--- config.mk ---
export PLATFORM = sky130hd
export DESIGN_NAME = sl_byte_engine
export DESIGN_NICKNAME = d
export VERILOG_FILES = /design/src/rtl/sl_proto_pkg.sv /design/src/rtl/sl_rx_frame.sv /design/src/rtl/sl_tx_stream.sv /design/src/rtl/sl_ctrl_fsm.sv /design/src/rtl/sl_byte_engine.sv
export SDC_FILE = /design/constraint.sdc
export NUM_CORES = 1
export LEC_CHECK = 0
export BUFFER_PORTS_ARGS = -buffer_cell sky130_fd_sc_hd__buf_2
export CAP_MARGIN = 40
export CORE_MARGIN = 8
export CORE_UTILIZATION = 40
export DETAILED_ROUTE_END_ITERATION = 8
export PLACE_DENSITY = 0.67
export SETUP_SLACK_MARGIN = 0.1
export SLEW_MARGIN = 20
export SYNTH_ARGS = -nofsm -noshare
export SYNTH_HDL_FRONTEND = slang
export SYNTH_SLANG_ARGS = --single-unit
--- constraint.sdc ---
create_clock -name clk -period 2.3 [get_ports clk]
set_input_delay 0.23 -clock clk [delete_from_list [all_inputs] [get_ports clk]]
set_output_delay 0.23 -clock clk [all_outputs]
set_load 0.02 [all_outputs]
--- src/rtl/sl_proto_pkg.sv ---
package sl_proto_pkg;

  typedef enum logic [2:0] {
    ST_IDLE = 3'd0,
    ST_CMD  = 3'd1,
    ST_LEN  = 3'd2,
    ST_TXS  = 3'd3,
    ST_RXD  = 3'd4
  } eng_state_t;

  typedef struct packed {
    logic irq;
    logic rcvd;
    logic rnw;
    logic fin;
  } evt_flags_t;

  localparam evt_flags_t F_START = '{irq: 1'b1, rcvd: 1'b1, rnw: 1'b0, fin: 1'b0};
  localparam evt_flags_t F_BARE  = '{irq: 1'b1, rcvd: 1'b0, rnw: 1'b0, fin: 1'b0};
  localparam evt_flags_t F_RDGO  = '{irq: 1'b1, rcvd: 1'b1, rnw: 1'b1, fin: 1'b0};

  localparam logic [7:0] READ_CMD  = 8'h01;
  localparam logic [7:0] IDLE_BYTE = 8'hFF;

  // Expected total length of a received frame from its first two bytes.
  function automatic logic [8:0] frame_len(input logic [7:0] b0, input logic [7:0] b1);
    logic [8:0] len;
    if (!b0[7] || b0[6:5] == 2'd2) begin
      len = {1'b0, b1} + 9'd2;
    end else begin
      case (b0[6:5])
        2'd0:    len = 9'd2;
        2'd1:    len = 9'd3;
        default: len = 9'd0;
      endcase
    end
    return len;
  endfunction

  // Filler frame streamed when nothing is queued for transmit.
  function automatic logic [7:0] noop_byte(input int unsigned idx);
    logic [7:0] b;
    case (idx)
      0, 2:    b = 8'h02;
      1:       b = 8'h07;
      default: b = IDLE_BYTE;
    endcase
    return b;
  endfunction

endpackage

--- src/rtl/sl_rx_frame.sv ---
module sl_rx_frame
  import sl_proto_pkg::*;
#(
  parameter int MSG_MAX = 32,
  parameter int PW      = $clog2(MSG_MAX + 1)
) (
  input  logic                 clk,
  input  logic                 rst_n,
  input  logic                 first_en,
  input  logic                 app_en,
  input  logic [7:0]           wr_byte,
  output logic [PW-1:0]        pos,
  output logic [MSG_MAX*8-1:0] msg_flat,
  output logic [7:0]           head,
  output logic                 len_ok,
  output logic                 is_event
);

  logic [PW-1:0] pos_q, pos_d;
  logic          room;
  logic [8:0]    want_len;

  assign room = pos_q < PW'(MSG_MAX);

  always_comb begin
    pos_d = pos_q;
    if (first_en) begin
      pos_d = PW'(1);
    end else if (app_en && room) begin
      pos_d = pos_q + PW'(1);
    end
  end

  always_ff @(posedge clk or negedge rst_n) begin
    if (!rst_n) begin
      pos_q <= '0;
    end else begin
      pos_q <= pos_d;
    end
  end

  for (genvar g = 0; g < MSG_MAX; g++) begin : g_cell
    logic [7:0] cell_q;
    logic       cell_we;
    if (g == 0) begin : g_head
      assign cell_we = first_en;
    end else begin : g_body
      assign cell_we = app_en && room && (pos_q == PW'(g));
    end
    always_ff @(posedge clk) begin
      if (cell_we) begin
        cell_q <= wr_byte;
      end
    end
    assign msg_flat[g*8 +: 8] = cell_q;
  end

  assign head     = msg_flat[7:0];
  assign want_len = frame_len(msg_flat[7:0], msg_flat[15:8]);
  assign len_ok   = (32'(want_len) == 32'(pos_q));
  assign is_event = msg_flat[7];
  assign pos      = pos_q;

  assert_no_overflow_R8: assert property (@(posedge clk) disable iff (!rst_n)
    pos_q <= PW'(MSG_MAX));

  assert_full_holds_R8: assert property (@(posedge clk) disable iff (!rst_n)
    (pos_q == PW'(MSG_MAX) && app_en && !first_en) |=> (pos_q == PW'(MSG_MAX)));

endmodule

--- src/rtl/sl_tx_stream.sv ---
module sl_tx_stream
  import sl_proto_pkg::*;
#(
  parameter int TX_MAX = 32,
  parameter int TW     = $clog2(TX_MAX + 1)
) (
  input  logic          clk,
  input  logic          rst_n,
  input  logic          load,
  input  logic          restart,
  input  logic          adv,
  input  logic          tx_avail,
  input  logic [TW-1:0] tx_size,
  input  logic [7:0]    tx_rd_data,
  output logic [TW-1:0] rd_idx,
  output logic [7:0]    cur_byte,
  output logic          has_more,
  output logic          at_end,
  output logic          is_real
);

  localparam logic [TW-1:0] NOOP_LEN = TW'(3);

  logic [TW-1:0] pos_q, pos_d, size_q, size_d;
  logic          real_q, real_d;
  logic          use_noop;

  always_comb begin
    pos_d  = pos_q;
    size_d = size_q;
    real_d = real_q;
    if (load) begin
      pos_d  = TW'(1);
      size_d = tx_avail ? tx_size : NOOP_LEN;
      real_d = tx_avail;
    end else if (restart) begin
      pos_d = '0;
    end else if (adv) begin
      pos_d = pos_q + TW'(1);
    end
  end

  always_ff @(posedge clk or negedge rst_n) begin
    if (!rst_n) begin
      pos_q  <= '0;
      size_q <= '0;
      real_q <= 1'b0;
    end else begin
      pos_q  <= pos_d;
      size_q <= size_d;
      real_q <= real_d;
    end
  end

  assign rd_idx   = load ? '0 : pos_q;
  assign use_noop = load ? !tx_avail : !real_q;
  assign cur_byte = use_noop ? noop_byte(32'(rd_idx)) : tx_rd_data;
  assign has_more = pos_q < size_q;
  assign at_end   = pos_q == size_q;
  assign is_real  = real_q;

  assert_pos_bound_R6: assert property (@(posedge clk) disable iff (!rst_n)
    (size_q != '0) |-> (pos_q <= size_q));

  assert_rewind_R7: assert property (@(posedge clk) disable iff (!rst_n)
    (restart && !load) |=> (pos_q == '0));

endmodule

--- src/rtl/sl_ctrl_fsm.sv ---
module sl_ctrl_fsm
  import sl_proto_pkg::*;
(
  input  logic       clk,
  input  logic       rst_n,
  input  logic       evt_valid,
  input  evt_flags_t flags,
  input  logic [7:0] evt_byte,
  input  logic [7:0] own_addr,
  input  logic [7:0] cmd_byte,
  input  logic       len_ok,
  input  logic       is_event,
  input  logic       tx_avail,
  input  logic [7:0] cur_byte,
  input  logic       has_more,
  input  logic       at_end,
  input  logic       is_real,
  output logic       first_en,
  output logic       app_en,
  output logic       load,
  output logic       restart,
  output logic       adv,
  output logic       resp_valid,
  output logic [7:0] resp_byte,
  output logic       req_n,
  output logic       addr_err,
  output logic       rx_push,
  output logic       rx_drop,
  output logic       rx_xfer_done,
  output logic       tx_done
);

  eng_state_t state_q, state_d;
  logic       act;
  logic       fly_q, fly_d;
  logic [7:0] send;
  logic       rv_d, push_d, drop_d, xd_d, td_d, ae_d;

  assign act = evt_valid && flags.irq;

  always_comb begin
    state_d  = state_q;
    fly_d    = fly_q;
    first_en = 1'b0;
    app_en   = 1'b0;
    load     = 1'b0;
    restart  = 1'b0;
    adv      = 1'b0;
    send     = IDLE_BYTE;
    push_d   = 1'b0;
    drop_d   = 1'b0;
    xd_d     = 1'b0;
    td_d     = 1'b0;
    ae_d     = 1'b0;
    if (act) begin
      case ((flags == F_START) ? ST_IDLE : state_q)
        ST_IDLE: ;
        ST_CMD: begin
          if (flags == F_BARE) begin
            first_en = 1'b1;
            state_d  = ST_LEN;
          end else begin
            state_d = ST_IDLE;
          end
        end
        ST_LEN: begin
          if (flags == F_RDGO) begin
            if (cmd_byte == READ_CMD) begin
              load    = 1'b1;
              send    = cur_byte;
              state_d = ST_TXS;
            end else begin
              state_d = ST_IDLE;
            end
          end else if (flags == F_BARE) begin
            app_en  = 1'b1;
            state_d = ST_RXD;
          end else begin
            state_d = ST_IDLE;
          end
        end
        ST_TXS: begin
          if (flags.fin) begin
            if (at_end) begin
              state_d = ST_IDLE;
              td_d    = is_real;
              fly_d   = 1'b0;
            end else begin
              restart = 1'b1;
              fly_d   = 1'b0;
            end
          end else if (!flags.rnw || flags.rcvd) begin
            state_d = ST_IDLE;
          end else if (has_more) begin
            adv  = 1'b1;
            send = cur_byte;
          end else begin
            state_d = ST_IDLE;
          end
        end
        ST_RXD: begin
          if (flags.fin && !flags.rnw) begin
            state_d = ST_IDLE;
            if (len_ok) begin
              push_d = 1'b1;
              xd_d   = !is_event;
            end else begin
              drop_d = 1'b1;
            end
          end else if (flags.rnw || flags.rcvd) begin
            state_d = ST_IDLE;
          end else begin
            app_en = 1'b1;
          end
        end
        default: state_d = ST_IDLE;
      endcase
      if (flags.rcvd && !flags.rnw) begin
        state_d = ST_CMD;
        ae_d    = (evt_byte != own_addr);
      end
      if (flags == F_RDGO) begin
        fly_d = 1'b1;
      end
    end
    rv_d = act && flags.rnw && !flags.fin;
  end

  always_ff @(posedge clk or negedge rst_n) begin
    if (!rst_n) begin
      state_q      <= ST_IDLE;
      fly_q        <= 1'b0;
      resp_valid   <= 1'b0;
      req_n        <= 1'b1;
      addr_err     <= 1'b0;
      rx_push      <= 1'b0;
      rx_drop      <= 1'b0;
      rx_xfer_done <= 1'b0;
      tx_done      <= 1'b0;
    end else begin
      state_q      <= state_d;
      fly_q        <= fly_d;
      resp_valid   <= rv_d;
      req_n        <= !(tx_avail && !fly_d);
      addr_err     <= ae_d;
      rx_push      <= push_d;
      rx_drop      <= drop_d;
      rx_xfer_done <= xd_d;
      tx_done      <= td_d;
    end
  end

  always_ff @(posedge clk or negedge rst_n) begin
    if (!rst_n) begin
      resp_byte <= IDLE_BYTE;
    end else if (rv_d) begin
      resp_byte <= send;
    end
  end

  assert_start_to_cmd_R1: assert property (@(posedge clk) disable iff (!rst_n)
    (evt_valid && flags.irq && flags.rcvd && !flags.rnw) |=> (state_q == ST_CMD));

  assert_no_irq_hold_R2: assert property (@(posedge clk) disable iff (!rst_n)
    (evt_valid && !flags.irq) |=> (state_q == $past(state_q) && !resp_valid));

  assert_read_gate_R4: assert property (@(posedge clk) disable iff (!rst_n)
    (evt_valid && state_q == ST_LEN && flags == F_RDGO && cmd_byte != READ_CMD)
      |=> (state_q == ST_IDLE));

  assert_push_drop_excl_R9: assert property (@(posedge clk) disable iff (!rst_n)
    $onehot0({rx_push, rx_drop}));

  assert_done_needs_push_R10: assert property (@(posedge clk) disable iff (!rst_n)
    rx_xfer_done |-> rx_push);

  assert_fin_silent_R11: assert property (@(posedge clk) disable iff (!rst_n)
    (evt_valid && flags.irq && flags.fin) |=> !resp_valid);

endmodule

--- src/rtl/sl_byte_engine.sv ---
module sl_byte_engine
  import sl_proto_pkg::*;
#(
  parameter int MSG_MAX = 32,
  parameter int TX_MAX  = 32,
  parameter int PW      = $clog2(MSG_MAX + 1),
  parameter int TW      = $clog2(TX_MAX + 1)
) (
  input  logic                 clk,
  input  logic                 rst_n,
  input  logic                 evt_valid,
  input  logic                 evt_irq,
  input  logic                 evt_rcvd,
  input  logic                 evt_rnw,
  input  logic                 evt_fin,
  input  logic [7:0]           evt_byte,
  input  logic [7:0]           own_addr,
  input  logic                 tx_avail,
  input  logic [TW-1:0]        tx_size,
  output logic [TW-1:0]        tx_rd_idx,
  input  logic [7:0]           tx_rd_data,
  output logic                 resp_valid,
  output logic [7:0]           resp_byte,
  output logic                 req_n,
  output logic                 addr_err,
  output logic                 tx_done,
  output logic                 rx_push,
  output logic                 rx_drop,
  output logic                 rx_xfer_done,
  output logic [PW-1:0]        rx_len,
  output logic [MSG_MAX*8-1:0] rx_msg
);

  evt_flags_t flags;
  logic       first_en, app_en, load, restart, adv;
  logic [7:0] head, cur_byte;
  logic       len_ok, is_event, has_more, at_end, is_real;

  assign flags = '{irq: evt_irq, rcvd: evt_rcvd, rnw: evt_rnw, fin: evt_fin};

  sl_rx_frame #(.MSG_MAX(MSG_MAX), .PW(PW)) u_rx (
    .clk      (clk),
    .rst_n    (rst_n),
    .first_en (first_en),
    .app_en   (app_en),
    .wr_byte  (evt_byte),
    .pos      (rx_len),
    .msg_flat (rx_msg),
    .head     (head),
    .len_ok   (len_ok),
    .is_event (is_event)
  );

  sl_tx_stream #(.TX_MAX(TX_MAX), .TW(TW)) u_tx (
    .clk        (clk),
    .rst_n      (rst_n),
    .load       (load),
    .restart    (restart),
    .adv        (adv),
    .tx_avail   (tx_avail),
    .tx_size    (tx_size),
    .tx_rd_data (tx_rd_data),
    .rd_idx     (tx_rd_idx),
    .cur_byte   (cur_byte),
    .has_more   (has_more),
    .at_end     (at_end),
    .is_real    (is_real)
  );

  sl_ctrl_fsm u_fsm (
    .clk          (clk),
    .rst_n        (rst_n),
    .evt_valid    (evt_valid),
    .flags        (flags),
    .evt_byte     (evt_byte),
    .own_addr     (own_addr),
    .cmd_byte     (head),
    .len_ok       (len_ok),
    .is_event     (is_event),
    .tx_avail     (tx_avail),
    .cur_byte     (cur_byte),
    .has_more     (has_more),
    .at_end       (at_end),
    .is_real      (is_real),
    .first_en     (first_en),
    .app_en       (app_en),
    .load         (load),
    .restart      (restart),
    .adv          (adv),
    .resp_valid   (resp_valid),
    .resp_byte    (resp_byte),
    .req_n        (req_n),
    .addr_err     (addr_err),
    .rx_push      (rx_push),
    .rx_drop      (rx_drop),
    .rx_xfer_done (rx_xfer_done),
    .tx_done      (tx_done)
  );

endmodule

; ---- Yosys cells after proc, flatten, opt, wreduce, memory -nomap -nowiden
; Cells that the tools add are included.
[totals]
ramBits = 0
latch_bits = 0
output_inout_bits = 283
register_bits = 294
memories = 0
mem_bits_ro = 0
[op_classes]
n_eq_ne = 50
n_reduce_logical = 55
magnitude_cmp = 2
muxes = 75
addsub = 3
n_bitwise = 0
mul = 0
shift = 0
div_mod_pow = 0
[op_table]
columns = op, n
row1 = "equality test 6 x 5 -> 1 bit, second input constant", 16
row2 = two-way mux 8 bit, 7
row3 = "equality test 6 x 4 -> 1 bit, second input constant", 8
row4 = two-way mux 1 bit, 43
row5 = two-way mux 6 bit, 7
row6 = logical AND 1 bit, 38
row7 = one-hot mux 8 bit (2 select lines), 2
row8 = two-way mux 3 bit, 10
row9 = "equality test 6 x 3 -> 1 bit, second input constant", 4
row10 = "equality test 6 x 2 -> 1 bit, second input constant", 3
row11 = one-hot mux 3 bit (5 select lines), 1
row12 = "adder 6 x 1 -> 6 bit, second input constant", 2
row13 = "equality test 4 bit, second input constant", 3
row14 = "equality test 6 x 1 -> 1 bit, second input constant", 2
row15 = "adder 8 x 2 -> 9 bit, second input constant", 1
row16 = equality test 9 x 6 -> 1 bit, 1
row17 = two-way mux 9 bit, 1
row18 = "equality test 8 x 1 -> 1 bit, second input constant", 1
row19 = inequality test 8 bit, 1
row20 = logical NOT 1 bit, 7
row21 = "equality test 3 x 2 -> 1 bit, second input constant", 2
row22 = equality test 6 bit, 1
row23 = logical NOT 6 bit, 1
row24 = less-than comparator 6 bit, 1
row25 = 19 further kinds, 22

; ---- Depth between registers and ports, before layout
; Gate-level depths: netlist (run 1).
[logic_depth]
depth_word = 15
ltp_mapped = 7
ltp_nobuf = 7

; ---- Hierarchy
; A second synthesis (run 1) with hierarchy kept.
[hier_totals]
cells_unflattened = 556
hier_area_um2 = 10323.7
[by_module_without_submodules]
columns = mod, area_per_inst_um2, n_inst, cells_each
row1 = sl_rx_frame, 8511.9, 1, 380
row2 = sl_ctrl_fsm, 998.5, 1, 88
row3 = sl_tx_stream, 813.3, 1, 88

; ---- Worst setup path before layout (run 1)
; No wires, ideal clock.
[synth_timing]
kind = flip-flop to flip-flop
startpoint = reg u_fsm.state_q[0]
endpoint = reg u_rx.g_cell[15].cell_q[0], enable pin
stages_incl_launch_ff = 7
arrival_time_ns = 2.088
t_required_ns = 1.917
setup_ns = 0.383
slack_ns = -0.171
cell_sequence = dfrtp_1 > buf_6 > nor3b_2 > nand3_2 > or4b_1 > buf_2 > nor3_1
[synth_via]
elab_chain_len = 6
[synth_rtl]
columns = element, line
row1 = "start, declared", sl_ctrl_fsm.sv:33  ; eng_state_t state_q, state_d;
row2 = "start signal, assigned", sl_ctrl_fsm.sv:141  ; state_q <= state_d;
row3 = two-way mux 3 bit *, sl_ctrl_fsm.sv:56  ; case ((flags == F_START) ? ST_IDLE : state_q)
row4 = equality test 3 bit or equality test 3 x 2 -> 1 bit (tied branches), sl_ctrl_fsm.sv:56
row5 = one-hot mux 1 bit (2 select lines) *, sl_ctrl_fsm.sv:56
row6 = two-way mux 1 bit *, sl_ctrl_fsm.sv:55  ; if (act) begin
row7 = logical AND 1 bit * (2 in a row), sl_rx_frame.sv:48  ; assign cell_we = app_en && room && (pos_q == PW'(g));
row8 = via u_rx.g_cell[15].cell_we, sl_rx_frame.sv:44  ; logic cell_we;
row9 = "end signal, assigned", sl_rx_frame.sv:52  ; cell_q <= wr_byte;
row10 = "end, declared", sl_rx_frame.sv:43  ; logic [7:0] cell_q;
; Mark *: on every way through the listed nets, which the timed path passes. The rest lies on a longest branch.
; A chain may end at the register's enable or synchronous reset.

; ---- Final worst setup path (run 1)
[layout_timing]
startpoint = reg u_fsm.state_q[2]
endpoint = out tx_rd_idx[4]
[layout_via]
elab_chain_len = 5
[layout_rtl]
columns = element, line
row1 = two-way mux 3 bit, sl_ctrl_fsm.sv:56
row2 = equality test 3 x 2 -> 1 bit, sl_ctrl_fsm.sv:56
row3 = two-way mux 1 bit, sl_ctrl_fsm.sv:56
row4 = two-way mux 1 bit, sl_ctrl_fsm.sv:55
row5 = two-way mux 6 bit, sl_tx_stream.sv:55  ; assign rd_idx = load ? '0 : pos_q;
row6 = "end, declared", sl_byte_engine.sv:20  ; output logic [TW-1:0] tx_rd_idx,
; No other way between the ends.

==> results.sh, run 1 <==
export IMPL_drv_cap=0
export IMPL_routedWlPerCell_um=22.88
export IMPL_ir_drop_uv=588.2
export IMPL_die_width_um=177.8
export IMPL_synth_cells=574
export IMPL_final_cell_mix="buf_2 (317), edfxtp_1 (256), buf_4 (48)"
export IMPL_fin_skew_ns=0.01120
export IMPL_synth_flop_cell="edfxtp_1"
export IMPL_cts_buffers=29
export IMPL_h_tree_depth=1
export IMPL_fillers=2066
export IMPL_hpwl_um=21900
export IMPL_die_area_um2=31620
export IMPL_cts_root_buf="clkbuf_16"
export IMPL_rows=59
export IMPL_final_core_util=0.5496
export IMPL_setup_tns_final_ns=0
export IMPL_clk_path_buf_depth=3
export IMPL_finalWeightedCongestion=0.8883
export IMPL_synth_warnings=0
export IMPL_drtPass1Iterations=5
export IMPL_slew_headroom=0.5391
export IMPL_report_final_slew_viol_count=0
export IMPL_via_per_inst=5.018
export IMPL_clock_latency_ns=0.54
export IMPL_antenna_found_initial=0
export IMPL_netSwitchingPower_mw=2.320
export IMPL_period_needed_ns=2.248
export IMPL_worst_path_buf_inv=1
export IMPL_tightest_slew_ns=0.6913
export IMPL_cp_end_kind="output port"
export IMPL_ant_nets=0
export IMPL_netlist_area_um2=10480
export IMPL_grt_total_usage=0.1828
export IMPL_start_util=0.4043
export IMPL_ys_ff_latch=294
export IMPL_rsz0062_at_grt="true"
export IMPL_port_buffer_count=320
export IMPL_powerDensity_nw_per_um2=765.4
export IMPL_synth_fp_nets=624
export IMPL_finalHoldViolCount=0
export IMPL_placed_cells=1267
export IMPL_finalSetupViolCount=0
export IMPL_crit_family="simple AND/OR/NAND/NOR gates"
export IMPL_die_h_um=177.8
export IMPL_first_iter_violations=440
export IMPL_synth_distinct_cells=66
export IMPL_grt_remaining_overflow=0
export IMPL_grt_start_max_net_pins=29
export IMPL_num_vias=6734
export IMPL_drive_gt1_frac=0.4930
export IMPL_fp_coreArea_um2=25910
export IMPL_p_clk_frac=0.412
export IMPL_p_leak_nw=5.612
export IMPL_critical_path_required_ns=2.07
export IMPL_p_comb_frac=0.049
export IMPL_swShare=0.2129
export IMPL_cp_max_fo=6
export IMPL_ios=321
export IMPL_area_growth_pct=35.95
export IMPL_final_nets=1035
export IMPL_seq_area_frac_synth=0.8257
export IMPL_period_share=0.9775
export IMPL_arrival_ns=2.02
export IMPL_first_global_vias=6657
export IMPL_layout_commonest_cell="buf_2"
export IMPL_seqPwrFrac=0.539
export IMPL_route_final_wire_length_um=30710
export IMPL_p_int_mw=8.580
export IMPL_holdWs_ns=0.02841
export IMPL_synth_edf_count=256
export IMPL_fin_cells=1342
export IMPL_status="complete, no violations"
export IMPL_clk_pin_slew_worst_paths_ns=0.06
export IMPL_crit_slowest_cell="dfrtp_2"
export IMPL_timing_fmax_ghz=0.4448
export IMPL_async_reset_ff_frac=0.1293
export IMPL_slowest_delay_ns=0.45
export IMPL_grt_pass1_wl_um=43420
export IMPL_path_cells="nor4b_4, and4_4, nand2_4, and2_4, buf_6"
export IMPL_drcViolationCount=0
export IMPL_holdCritPathClass="in -> reg"
export IMPL_cts_tree="done"
export IMPL_crit_type="reg -> out"
export IMPL_syn_area_per_cell_um2=18.25
export IMPL_worst_setup_path_start_kind="register"
export IMPL_clkSinkCount=294
==> through the flow <==
step	cell area (um^2)	worst slack, ns	power (mW)
6_report	14240	0.05177	10.90
5_1_grt	14240	0.0003615	11.23
4_1_cts	13970	0.05603	10.97
3_5_place_dp	12850	0.1233	6.456
3_3_place_gp	12830	0.1635	6.448
2_1_floorplan	10500	0.05383	6.187
==> worst min-delay path, cell delays in order <==
cell and delay [ns]:
buf_2 0.14, nand3_1 0.08, o21ai_0 0.07
==> metal layers <==
metal,global-route usage,up-vias,wire (um)
met1,0.2272,3323,11890
met4,0.03994,0,565
met5,0,-,0
li1,-,3039,-
met2,0.3022,329,14710
met3,0.06660,43,3544
==> final cells by class <==
class | instances | area, um^2 | area share
repair buffers | 393 | 2270 | 0.1594
well taps | 335 | 419.2 | 0.02943
inverters | 18 | 67.56 | 0.004744
diodes | 1 | 2.502 | 0.0001757
multi-input cells | 249 | 1931 | 0.1356
clock buffers | 34 | 744.5 | 0.05228
flip-flops and latches | 294 | 8651 | 0.6074
clock inverters | 18 | 156.4 | 0.01098
==> power groups by stage <==
stage / sequential (mW) / combinational (mW) / clock (mW)
2_1_floorplan: 6.02 / 0.172 / 0
3_3_place_gp: 5.98 / 0.471 / 0
3_5_place_dp: 5.98 / 0.476 / 0
4_1_cts: 5.87 / 0.512 / 4.58
5_1_grt: 5.87 / 0.585 / 4.77
6_report: 5.87 / 0.539 / 4.49
==> state kept, by name (all words and copies together), names as in the netlist <==
register,count
u_fsm.resp_valid,1
u_tx.size_q,6
u_rx.g_cell.cell_q,248
u_fsm.rx_push,1
u_rx.head,8
u_tx.pos_q,6
u_fsm.resp_byte,8
u_rx.pos,6
u_fsm.tx_done,1
u_fsm.addr_err,1
u_fsm.fly_q,1
u_fsm.req_n,1
u_tx.is_real,1
u_fsm.state_q,3
u_fsm.rx_xfer_done,1
u_fsm.rx_drop,1
==> what timing repair did <==
item,CTS,global route
setup buffers,8,5
endpoints found under the setup margin,6,198
gates cloned,0,1
hold endpoints to repair,36,0
pin swaps,6,10
hold buffers,8,0
resized for setup,22,56
==> cell usage after synthesis, drive strengths merged (8+ instances only) <==
cell	number	area [um^2]
and2	8	50.05
nor2b	9	56.30
dfrtp	29	725.7
a21oi	11	62.56
dfstp	9	236.5
nor4	12	81.33
nor2	24	92.59
ha	12	150.1
o21ai	15	75.07
nor3	19	105.1
nand3	17	95.09
inv	18	67.56
nand2	21	78.83
and3	12	75.07
edfxtp	256	7687
xor2	11	96.34
==> final timing paths <==
| check | startpoint | end | slack [ns] | cells after the start |
|---|---|---|---|---|
| worst max-delay path | u_fsm.state_q[2] | tx_rd_idx[4] | 0.05 | 5 |
| worst min-delay path | tx_avail | u_tx.size_q[4] | 0.03 | 3 |
| worst max register to register | u_fsm.state_q[0] | u_rx.g_cell[15].cell_q[7] | 0.10 | 7 |
| worst min register to register | u_fsm.resp_byte[1] | u_fsm.resp_byte[1] | 0.51 | 2 |
| max in group asynchronous | rst_n | u_fsm.resp_byte[6] | 1.66 | 3 |
| min in group asynchronous | rst_n | u_tx.pos_q[4] | 0.11 | 2 |
==> cells by family (layout without fill, tap and decap cells) <==
| kind of cell | Yosys count | after routing | synth area share |
|---|---|---|---|
| flip-flops | 294 | 294 | 0.8257 |
| AND/OR/NAND/NOR | 153 | 153 | 0.08361 |
| AO/OA/AOI/OAI | 62 | 62 | 0.04288 |
| buffers and inverters | 31 | 463 | 0.01302 |
| XOR/XNOR | 18 | 18 | 0.01636 |
| adder cells (fa/ha/maj) | 12 | 12 | 0.01433 |
| multiplexers | 4 | 4 | 0.004061 |
| other | 0 | 1 | 0 |
Note: power is estimated with default switching activity, not from simulation.
==> run 2: changes to the inputs <==
ABC_AREA = 1   (was unset)
PLACE_DENSITY = 0.66   (was 0.67)
==> run 2 against run 1 <==
  * Via count rose by 1.8%
  * First-iteration DRC count rose by 13%
  * Worst hold slack improved by 0.022 ns
  * Critical endpoint is now tx_rd_idx[3]
==> results.sh, run 2 <==
export IMPL_ios=321
export IMPL_layout_commonest_cell="buf_2"
export IMPL_report_final_slew_viol_count=0
export IMPL_setup_tns_final_ns=0
export IMPL_grt_remaining_overflow=0
export IMPL_place_area_um2=12920
export IMPL_ant_nets=0
export IMPL_synth_area_leaders="edfxtp_1 (73%), dfrtp_1 (6.9%), nand2_1 (2.5%)"
export IMPL_num_vias=6853
export IMPL_yosysMostFrequentCell="edfxtp_1"
export IMPL_fin_cells=1416
export IMPL_first_iter_violations=497
export IMPL_largest_register_ffs=248
export IMPL_path_cells="inv_1, nand2_1, nor2_1, nand2_1, nor2_4, nand3_4, clkinvlp_4, nor2_1, buf_2"
export IMPL_holdCritPathClass="in -> reg"
export IMPL_p_leak_nw=5.728
export IMPL_ir_drop_uv=610.5
export IMPL_worst_setup_path_start_kind="register"
export IMPL_arrival_ns=1.89
export IMPL_status="complete, no violations"
export IMPL_period_share=0.9234
export IMPL_rows=59
export IMPL_crit_type="reg -> out"
export IMPL_synth_warnings=0
export IMPL_clkSinkCount=294
export IMPL_swShare=0.2139
export IMPL_timing_fmax_ghz=0.4708
export IMPL_clock_latency_ns=0.54
export IMPL_synth_fp_nets=683
export IMPL_fin_area_um2=14130
export IMPL_synth_edf_count=256
export IMPL_fin_skew_ns=0.01280
export IMPL_drive_gt1_frac=0.4532
export IMPL_powerDensity_nw_per_um2=791.2
export IMPL_async_reset_ff_frac=0.1293
export IMPL_final_cell_mix="buf_2 (318), edfxtp_1 (256), nand2_1 (67)"
export IMPL_period_needed_ns=2.124
export IMPL_seqPwrFrac=0.526
export IMPL_crit_slowest_cell="edfxtp_1"
export IMPL_tightest_slew_ns=0.5244
export IMPL_seq_area_frac_synth=0.8230
export IMPL_first_global_vias=7018
export IMPL_routedWlPerCell_um=21.89
export IMPL_clk_pin_slew_worst_paths_ns=0.07
export IMPL_grt_total_usage=0.1857
export IMPL_cp_end_kind="output port"
export IMPL_via_per_inst=4.840
export IMPL_drtPass1Iterations=4
export IMPL_p_int_mw=8.788
export IMPL_port_buffer_count=320
export IMPL_slew_headroom=0.6504
export IMPL_drv_cap=0
export IMPL_slowest_delay_ns=0.40
export IMPL_start_util=0.4056
export IMPL_netSwitchingPower_mw=2.392
export IMPL_synth_cells=633
export IMPL_final_core_util=0.5453
export IMPL_cp_max_fo=7
export IMPL_route_final_wire_length_um=31000
export IMPL_ys_ff_latch=294
export IMPL_p_comb_frac=0.057
export IMPL_holdWs_ns=0.05010
export IMPL_p_clk_frac=0.417
export IMPL_grt_pass1_wl_um=44040
export IMPL_finalWeightedCongestion=0.8876
export IMPL_antenna_found_initial=7
export IMPL_rsz0062_at_grt="true"
export IMPL_largest_register="u_rx.g_cell.cell_q"
export IMPL_die_width_um=178.1
export IMPL_placed_cells=1337
export IMPL_synth_distinct_cells=43
export IMPL_fillers=2097
export IMPL_cts_buffers=29
export IMPL_drcViolationCount=0
export IMPL_final_nets=1107
export IMPL_hpwl_um=22790
export IMPL_finalHoldViolCount=0
export IMPL_fp_coreArea_um2=25910
export IMPL_p_total_mw=11.18
export IMPL_die_h_um=178.1
export IMPL_critical_path_required_ns=2.07
export IMPL_fin_ws_ns=0.1762
export IMPL_cts_root_buf="clkbuf_16"
export IMPL_synthTopCellsByCount="edfxtp_1 (256), nand2_1 (69), nor2_1 (54)"
export IMPL_grt_start_max_net_pins=33
export IMPL_die_area_um2=31720
export IMPL_finalSetupViolCount=0
export IMPL_netlist_area_um2=10510
export IMPL_area_growth_pct=34.44
export IMPL_dpl_worst_slack_ns=0.1602
export IMPL_synth_largest_area_cell="edfxtp_1"
export IMPL_h_tree_depth=1
export IMPL_cts_tree="done"
export IMPL_yosysTopAreaCellShare=0.7314
export IMPL_syn_area_per_cell_um2=16.60
export IMPL_synth_flop_cell="edfxtp_1"
export IMPL_clk_path_buf_depth=3
run 2: worst paths after layout:
check                                    from                   endpoint  slack, ns  cells past startpoint
hold reg to reg            u_fsm.resp_byte[6]         u_fsm.resp_byte[6]       0.50                      2
max in group asynchronous               rst_n                u_rx.pos[0]       1.61                      3
hold / removal                  tx_rd_data[0]         u_fsm.resp_byte[0]       0.05                      5
min in group asynchronous               rst_n              u_fsm.tx_done       0.20                      2
setup reg to reg             u_fsm.state_q[1]  u_rx.g_cell[25].cell_q[6]       0.22                      9
setup / recovery                 u_rx.head[7]               tx_rd_idx[3]       0.18                      9
run 2: per-layer routing:
metal | part of all wire | GRT usage | wire length, um
met5 | 0.0018 | 0 | 57
met3 | 0.11 | 0.06456 | 3414
met2 | 0.49 | 0.3237 | 15200
met1 | 0.38 | 0.2189 | 11750
met4 | 0.018 | 0.03890 | 570
run 2: final cells by class:
cell class / instances / area, um^2 / area share
antenna: 2 / 5.005 / 0.0003542
clock buffer: 36 / 752.0 / 0.05322
clock inverter: 17 / 192.7 / 0.01364
inverter: 53 / 202.7 / 0.01435
multi-input combinational: 282 / 1665 / 0.1179
sequential: 294 / 8650 / 0.6121
tap: 335 / 419.2 / 0.02966
timing repair buffer: 397 / 2243 / 0.1588
run 2: cell families after synthesis:
family,count (synthesis),synth area share
DFF,294,0.8230
adders and majority gates,12,0.01429
AOI/OAI and AO/OA,54,0.03096
buffers and inverters,57,0.02190
and+or+nand+nor,202,0.09821
xor gates and xnor gates,14,0.01167
run 2: power groups by stage:
stage	clock [mW]	combinational, mW	sequential (mW)
floorplan	0	0.230	6.03
global placement	0	0.608	5.99
detailed placement	0	0.615	5.99
CTS	4.76	0.636	5.88
global route	4.97	0.684	5.89
finish	4.66	0.632	5.88
run 2: worst max-delay path: cells and delay by family (launching register included):
family	cells	cell delay, ns
flip-flops	1	0.40
AND/OR/NAND/NOR	6	0.52
buffers and inverters	3	0.42
run 2: timing repair:
item                                    CTS  global route
gates resized for setup                   3            15
endpoints found under the setup margin    6            59
setup buffers                             4             6
pin swaps                                 0             2
hold buffers                             14             0
hold endpoints to repair                 24             0
